[src/rtl/cfg_shadow_pkg.sv]
package cfg_shadow_pkg;

  typedef enum logic [2:0] {
    ST_IDLE,
    ST_ISSUE_READ,
    ST_WAIT_DATA,
    ST_WRITE_SHADOW,
    ST_DONE,
    ST_FATAL
  } ldr_state_t;

  localparam logic [1:0] ECC_CLEAN = 2'b00;
  localparam logic [1:0] ECC_FIXED = 2'b01;
  localparam logic [1:0] ECC_DOUBLE = 2'b10;
  localparam logic [1:0] ECC_BAD_X = 2'b11;

endpackage

[src/rtl/cfg_shadow_table.sv]
module cfg_shadow_table #(
  parameter int NUM_ENTRIES = 6,
  parameter int ADDR_W = 8,
  parameter int IDX_W = 3,
  parameter logic [NUM_ENTRIES*ADDR_W-1:0] ENTRY_ADDR = '0,
  parameter logic [NUM_ENTRIES-1:0] ENTRY_SYS = '0
) (
  input  logic [IDX_W-1:0]  idx,
  output logic [ADDR_W-1:0] entry_addr,
  output logic              entry_sys
);
  localparam int SLOTS = 2 ** IDX_W;

  logic [ADDR_W-1:0] addr_tbl [SLOTS];
  logic [SLOTS-1:0]  sys_tbl;

  // Unused slots above NUM_ENTRIES read as zero.
  for (genvar g = 0; g < SLOTS; g++) begin : g_slot
    if (g < NUM_ENTRIES) begin : g_real
      assign addr_tbl[g] = ENTRY_ADDR[g*ADDR_W +: ADDR_W];
      assign sys_tbl[g]  = ENTRY_SYS[g];
    end else begin : g_pad
      assign addr_tbl[g] = '0;
      assign sys_tbl[g]  = 1'b0;
    end
  end

  assign entry_addr = addr_tbl[idx];
  assign entry_sys  = sys_tbl[idx];
endmodule

[src/rtl/cfg_shadow_bank.sv]
module cfg_shadow_bank #(
  parameter int NUM_ENTRIES = 6,
  parameter int DATA_W = 32,
  parameter int IDX_W = 3
) (
  input  logic                          clk,
  input  logic                          rst_n,
  input  logic                          wr_en,
  input  logic [IDX_W-1:0]              wr_idx,
  input  logic [DATA_W-1:0]             wr_data,
  output logic [NUM_ENTRIES*DATA_W-1:0] shadow_flat
);
  for (genvar g = 0; g < NUM_ENTRIES; g++) begin : g_word
    logic [DATA_W-1:0] word_q;
    always_ff @(posedge clk or negedge rst_n) begin
      if (!rst_n)
        word_q <= '0;
      else if (wr_en && (wr_idx == IDX_W'(g)))
        word_q <= wr_data;
    end
    assign shadow_flat[g*DATA_W +: DATA_W] = word_q;
  end
endmodule

[src/rtl/cfg_shadow_fsm.sv]
module cfg_shadow_fsm
  import cfg_shadow_pkg::*;
#(
  parameter int NUM_ENTRIES = 6,
  parameter int DATA_W = 32,
  parameter int IDX_W = 3
) (
  input  logic              clk,
  input  logic              rst_n,
  input  logic              start,
  input  logic              entry_sys,
  output logic              req_valid,
  input  logic              req_ready,
  input  logic              rsp_valid,
  output logic              rsp_ready,
  input  logic [DATA_W-1:0] rsp_data,
  input  logic [1:0]        rsp_ecc,
  output logic [IDX_W-1:0]  idx,
  output logic              wr_en,
  output logic [DATA_W-1:0] wr_data,
  output logic              done,
  output logic              fatal,
  output logic              pe_good
);
  localparam logic [IDX_W-1:0] LAST_IDX = IDX_W'(NUM_ENTRIES - 1);

  ldr_state_t        state_q;
  logic [IDX_W-1:0]  idx_q;
  logic [DATA_W-1:0] hold_q;
  logic              user_fail_q;
  logic              uncorr;

  assign uncorr = (rsp_ecc == ECC_DOUBLE) || (rsp_ecc == ECC_BAD_X);

  always_ff @(posedge clk or negedge rst_n) begin
    if (!rst_n) begin
      state_q     <= ST_IDLE;
      idx_q       <= '0;
      hold_q      <= '0;
      user_fail_q <= 1'b0;
    end else begin
      unique case (state_q)
        ST_IDLE: if (start) begin
          state_q     <= ST_ISSUE_READ;
          idx_q       <= '0;
          user_fail_q <= 1'b0;
        end
        ST_ISSUE_READ: if (req_ready) state_q <= ST_WAIT_DATA;
        ST_WAIT_DATA: if (rsp_valid) begin
          if (uncorr && entry_sys) begin
            state_q <= ST_FATAL;
          end else if (uncorr) begin
            hold_q      <= '1;
            user_fail_q <= 1'b1;
            state_q     <= ST_WRITE_SHADOW;
          end else begin
            hold_q  <= rsp_data;
            state_q <= ST_WRITE_SHADOW;
          end
        end
        ST_WRITE_SHADOW: begin
          if (idx_q == LAST_IDX) begin
            state_q <= ST_DONE;
          end else begin
            idx_q   <= idx_q + 1'b1;
            state_q <= ST_ISSUE_READ;
          end
        end
        ST_DONE:  state_q <= ST_DONE;
        ST_FATAL: state_q <= ST_FATAL;
        default:  state_q <= ST_IDLE;
      endcase
    end
  end

  assign idx       = idx_q;
  assign req_valid = (state_q == ST_ISSUE_READ);
  assign rsp_ready = (state_q == ST_WAIT_DATA);
  assign wr_en     = (state_q == ST_WRITE_SHADOW);
  assign wr_data   = hold_q;
  assign done      = (state_q == ST_DONE);
  assign fatal     = (state_q == ST_FATAL);
  assign pe_good   = (state_q == ST_DONE) && !user_fail_q;
endmodule

[src/rtl/cfg_shadow_loader.sv]
module cfg_shadow_loader #(
  parameter int NUM_ENTRIES = 6,
  parameter int ADDR_W = 8,
  parameter int DATA_W = 32,
  parameter logic [NUM_ENTRIES*ADDR_W-1:0] ENTRY_ADDR =
    {8'h28, 8'h24, 8'h20, 8'h18, 8'h14, 8'h10},
  parameter logic [NUM_ENTRIES-1:0] ENTRY_SYS = 6'b000111
) (
  input  logic                          clk,
  input  logic                          rst_n,
  input  logic                          start,
  output logic                          rd_req_valid,
  input  logic                          rd_req_ready,
  output logic [ADDR_W-1:0]             rd_req_addr,
  input  logic                          rd_rsp_valid,
  output logic                          rd_rsp_ready,
  input  logic [DATA_W-1:0]             rd_rsp_data,
  input  logic [1:0]                    rd_rsp_ecc,
  output logic [NUM_ENTRIES*DATA_W-1:0] shadow_flat,
  output logic                          init_done,
  output logic                          init_fatal,
  output logic                          pe_good
);
  localparam int IDX_W = (NUM_ENTRIES > 1) ? $clog2(NUM_ENTRIES) : 1;

  logic [IDX_W-1:0]  cur_idx;
  logic              cur_sys;
  logic              wr_en;
  logic [DATA_W-1:0] wr_data;

  cfg_shadow_table #(
    .NUM_ENTRIES(NUM_ENTRIES), .ADDR_W(ADDR_W), .IDX_W(IDX_W),
    .ENTRY_ADDR(ENTRY_ADDR), .ENTRY_SYS(ENTRY_SYS)
  ) u_table (
    .idx(cur_idx), .entry_addr(rd_req_addr), .entry_sys(cur_sys)
  );

  cfg_shadow_fsm #(
    .NUM_ENTRIES(NUM_ENTRIES), .DATA_W(DATA_W), .IDX_W(IDX_W)
  ) u_fsm (
    .clk(clk), .rst_n(rst_n), .start(start), .entry_sys(cur_sys),
    .req_valid(rd_req_valid), .req_ready(rd_req_ready),
    .rsp_valid(rd_rsp_valid), .rsp_ready(rd_rsp_ready),
    .rsp_data(rd_rsp_data), .rsp_ecc(rd_rsp_ecc),
    .idx(cur_idx), .wr_en(wr_en), .wr_data(wr_data),
    .done(init_done), .fatal(init_fatal), .pe_good(pe_good)
  );

  cfg_shadow_bank #(
    .NUM_ENTRIES(NUM_ENTRIES), .DATA_W(DATA_W), .IDX_W(IDX_W)
  ) u_bank (
    .clk(clk), .rst_n(rst_n), .wr_en(wr_en), .wr_idx(cur_idx),
    .wr_data(wr_data), .shadow_flat(shadow_flat)
  );
endmodule

[config.mk]
export PLATFORM = sky130hd
export DESIGN_NAME = cfg_shadow_loader
export DESIGN_NICKNAME = d
export VERILOG_FILES = /design/src/rtl/cfg_shadow_pkg.sv /design/src/rtl/cfg_shadow_table.sv /design/src/rtl/cfg_shadow_bank.sv /design/src/rtl/cfg_shadow_fsm.sv /design/src/rtl/cfg_shadow_loader.sv
export SDC_FILE = /design/constraint.sdc
export NUM_CORES = 1
export LEC_CHECK = 0
export CAP_MARGIN = 10
export CORE_ASPECT_RATIO = 1.75
export CORE_UTILIZATION = 50
export DETAILED_ROUTE_END_ITERATION = 8
export GPL_TIMING_DRIVEN = 0
export PLACE_DENSITY = 0.9
export SETUP_SLACK_MARGIN = 0.02
export SLEW_MARGIN = 20
export SYNTH_ARGS = -nofsm -noshare
export SYNTH_HDL_FRONTEND = slang
export SYNTH_SLANG_ARGS = --single-unit
[constraint.sdc]
create_clock -name clk -period 2.5 [get_ports clk]
set_input_delay 0.25 -clock clk [delete_from_list [all_inputs] [get_ports clk]]
set_output_delay 0.25 -clock clk [all_outputs]
set_load 0.005 [all_outputs]
==> results.yml <==
detailed_routing:
  drt_iter0_markers: 135
  dr.pass1.iters: 5
  ant_nets: 0
  avgViaCountPerCell: 5.196
  routed_wl_mm: 22.58
  wl_per_cell_microns: 19.95
  vias: 5882
  route.detailed.drc: 0
floorplan:
  die-area_sq_um: 18950
  coreArea_sq_um: 17970
  die_w_microns: 104.5
  fp-row-count: 65
  fp.dieH_microns: 181.4
  ios: 244
  initial_utilization: 0.5115
hold_path:
  whs_path_depth: 3
  min_path_type: "input port to flop"
  whs_endpoint: "u_fsm.wr_data[0]$_DFFE_PN0P_"
  holdCritStartpoint: "rd_rsp_ecc[1]"
setup_path:
  crit_path_max_fanout: 4
  path_cells: "ha_1, inv_1, ha_1, buf_4, clkdlybuf4s50_1"
  path_class: "flop to output port"
  reg2reg_slack_ps: 450
  crit_top_cell: "ha_1"
  r2r-end: "u_bank.g_word[5].word_q[16]$_DFFE_PN0P_"
  rr_startpoint: "u_fsm.idx[1]$_DFFE_PN0P_"
  reg2reg_depth: 6
  startpoint_type: "flop"
  critPathSlowestCell: "clkdlybuf4s50_1"
  worstSetupEndpointType: "output port"
  required_ps: 2250
  worstPathArrival_ps: 2090
  critPathLaunch: "u_fsm.idx[0]$_DFFE_PN0P_"
  max_stage_delay_ps: 480
global_route:
  grt.total_usage: 0.2453
  grt_max_degree: 104
  grt_pass1_vias: 6413
  grt_pass1_wl_mm: 35.87
  grt_overflow: 0
  antenna_found_initial: 0
placement:
  hpwl_mm: 16.09
  routabilityCongestion: 0.8211
  placed_cells: 1093
  numPortBuffers: 237
  place_area_sq_um: 11930
  dpl_worst_slack_ps: 470.8
clock_network:
  cts_tree: "done"
  cts_inserted_buffers: 21
  cts-root-buf: "clkbuf_16"
  h-tree-depth: 1
  cts_buffer_depth: 3
  clock-sinks: 231
  cts_setup_buffers: 0
  cts.reportedPaths.clkPinSlew_ps: 70
  clock_latency_ps: 510
yosys:
  synth_cell_types: 35
  syn_inst: 617
  ys.flop_type: "dfrtp_1"
  synth.avg_cell_area_sq_um: 14.90
  yosys.area.top_type: "dfrtp_1"
  synth_edf_count: 0
  ys_warn_count: 0
  ys_ff_latch: 231
  synth.most_common_cell: "dfrtp_1"
  yosysSeqAreaShare: 0.6288
  yosys.area.top_type_share: 0.6288
  synthTopCellsByArea: "dfrtp_1 63%, mux2_2 22%, mux2i_1 3.6%"
  synth_common_cells: "231 x dfrtp_1, 181 x mux2_2, 37 x inv_1"
  ys_async_sr_fraction: 1.000
  synth_area_sq_um: 9193
pwr:
  peakVddDrop_uv: 820.5
  p_sw_frac: 0.2049
  internal_power_mw: 5.659
  p_leak_nw: 6.435
  pwr-share-seq: 0.525
  switchingPower_mw: 1.458
  p_clk_frac: 0.448
  p_comb_frac: 0.027
  power.density_nw_per_um2: 563.7
cells_and_area:
  nFillCells: 1184
  utilization: 0.7023
  final_cell_area_sq_um: 12620
  syn_to_final_growth_pct: 37.32
  antenna_cells: 0
  final_net_count: 928
  drive_gt1_frac: 0.2862
  final_cells: 1132
job:
  maxCapViolations: 0
sta:
  final_min_period_over_clock_period: 0.9374
  worst_pin_slew_ps: 556.8
  max_slew_margin: 0.6288
  rsz0062_at_grt: "no"
  drv_slew: 0
  finalCriticalPeriod_ps: 2344
  setup_viol: 0
  timing.final.ws_setup_ps: 156.4
  hold_viol_final: 0
  max_freq_mhz: 426.7
  fin_skew_ps: 28.84
run_status:
  status: "complete, no violations"
==> logic make-up after synthesis <==
family	after synthesis	synth area share
adder cells (fa/ha/maj)	6	0.008166
buffers and inverters	72	0.04247
flip-flops	231	0.6288
AO/OA/AOI/OAI	10	0.006943
multiplexers	226	0.2724
AND/OR/NAND/NOR	71	0.04084
other	1	0.0004079
==> final cells by class <==
| class | count | area, sq um | share of cell area |
|---|---|---|---|
| Timing Repair Buffer | 240 | 2442 | 0.1935 |
| Buffer | 35 | 251.5 | 0.01992 |
| Clock buffer | 33 | 630.6 | 0.04996 |
| Multi-Input combinational cell | 317 | 3033 | 0.2403 |
| Inverter | 37 | 138.9 | 0.01100 |
| Tap cell | 234 | 292.8 | 0.02319 |
| Sequential cell | 231 | 5781 | 0.4579 |
| Clock inverter | 5 | 53.80 | 0.004262 |
==> power by group through the flow <==
stage	registers [mW]	logic (mW)	clock network, mW
2_1_floorplan	3.81	0.0369	0
3_3_place_gp	3.81	0.181	0
3_5_place_dp	3.81	0.195	0
4_1_cts	3.74	0.198	3.26
5_1_grt	3.74	0.216	3.40
6_report	3.74	0.192	3.18
==> critical path, delay by kind of cell (launching register included) <==
family / cells / cell delay, ps
buffers and inverters: 3 / 680
flip-flops: 1 / 420
adder cells (fa/ha/maj): 2 / 480
==> metrics by stage <==
step | power, mW | TNS (ps) | hold WS (ps)
5_1_grt | 7.354 | 0 | 109.5
4_1_cts | 7.194 | 0 | 98.85
2_1_floorplan | 3.847 | 0 | -45.59
6_report | 7.116 | 0 | 108.2
3_3_place_gp | 3.995 | -1897500 | 467.9
3_5_place_dp | 4.005 | 0 | 139.1
==> worst max-delay path by stage <==
stage / endpoint / cells past startpoint / slack (ps)
2_1_floorplan: u_bank.g_word[5].word_q[10]$_DFFE_PN0P_ / 6 / 880
3_3_place_gp: u_bank.g_word[5].word_q[25]$_DFFE_PN0P_ / 1 / -8230
3_5_place_dp: u_bank.g_word[5].word_q[16]$_DFFE_PN0P_ / 6 / 470
4_1_cts: rd_req_addr[4] / 5 / 140
5_1_grt: rd_req_addr[3] / 5 / 30
6_report: rd_req_addr[4] / 5 / 160
==> registers in the layout, indices dropped and copies added (netlist names) <==
register / count
u_bank.g_word.word_q: 192
u_fsm.idx: 3
u_fsm.wr_data: 32
u_fsm.user_fail_q: 1
u_fsm.state_q: 3
==> placed cells by master (no fill, tap or decap), types with 2 or more instances in the layout <==
cell | netlist | layout
and3b_1 | 3 | 3
a21oi_1 | 2 | 2
clkdlybuf4s50_1 | 0 | 236
buf_4 | 22 | 22
o21ai_0 | 2 | 2
buf_6 | 4 | 4
mux2i_1 | 33 | 33
nand2b_1 | 3 | 3
mux2_1 | 12 | 12
dfrtp_1 | 231 | 231
nand2_1 | 8 | 8
inv_1 | 37 | 37
conb_1 | 1 | 4
nor2_2 | 4 | 4
nor3_1 | 4 | 4
buf_2 | 6 | 6
ha_1 | 6 | 6
clkbuf_1 | 3 | 9
mux2_2 | 181 | 181
clkbuf_16 | 0 | 21
clkbuf_8 | 0 | 6
nor2_1 | 36 | 36
buf_16 | 0 | 2
nand3_1 | 3 | 3
o211ai_1 | 2 | 2
clkinv_2 | 0 | 3
==> routing by layer <==
metal	part of all wire	GRT usage
met2	0.55	0.4538
met5	0	0
met1	0.35	0.2628
met3	0.059	0.05420
met4	0.045	0.1120
==> timing repair <==
action	4_1_cts	5_1_grt
endpoints found under the hold margin	42	0
hold buffers	1	0
gates resized for setup	0	0
(Power assumes the default switching activity.)
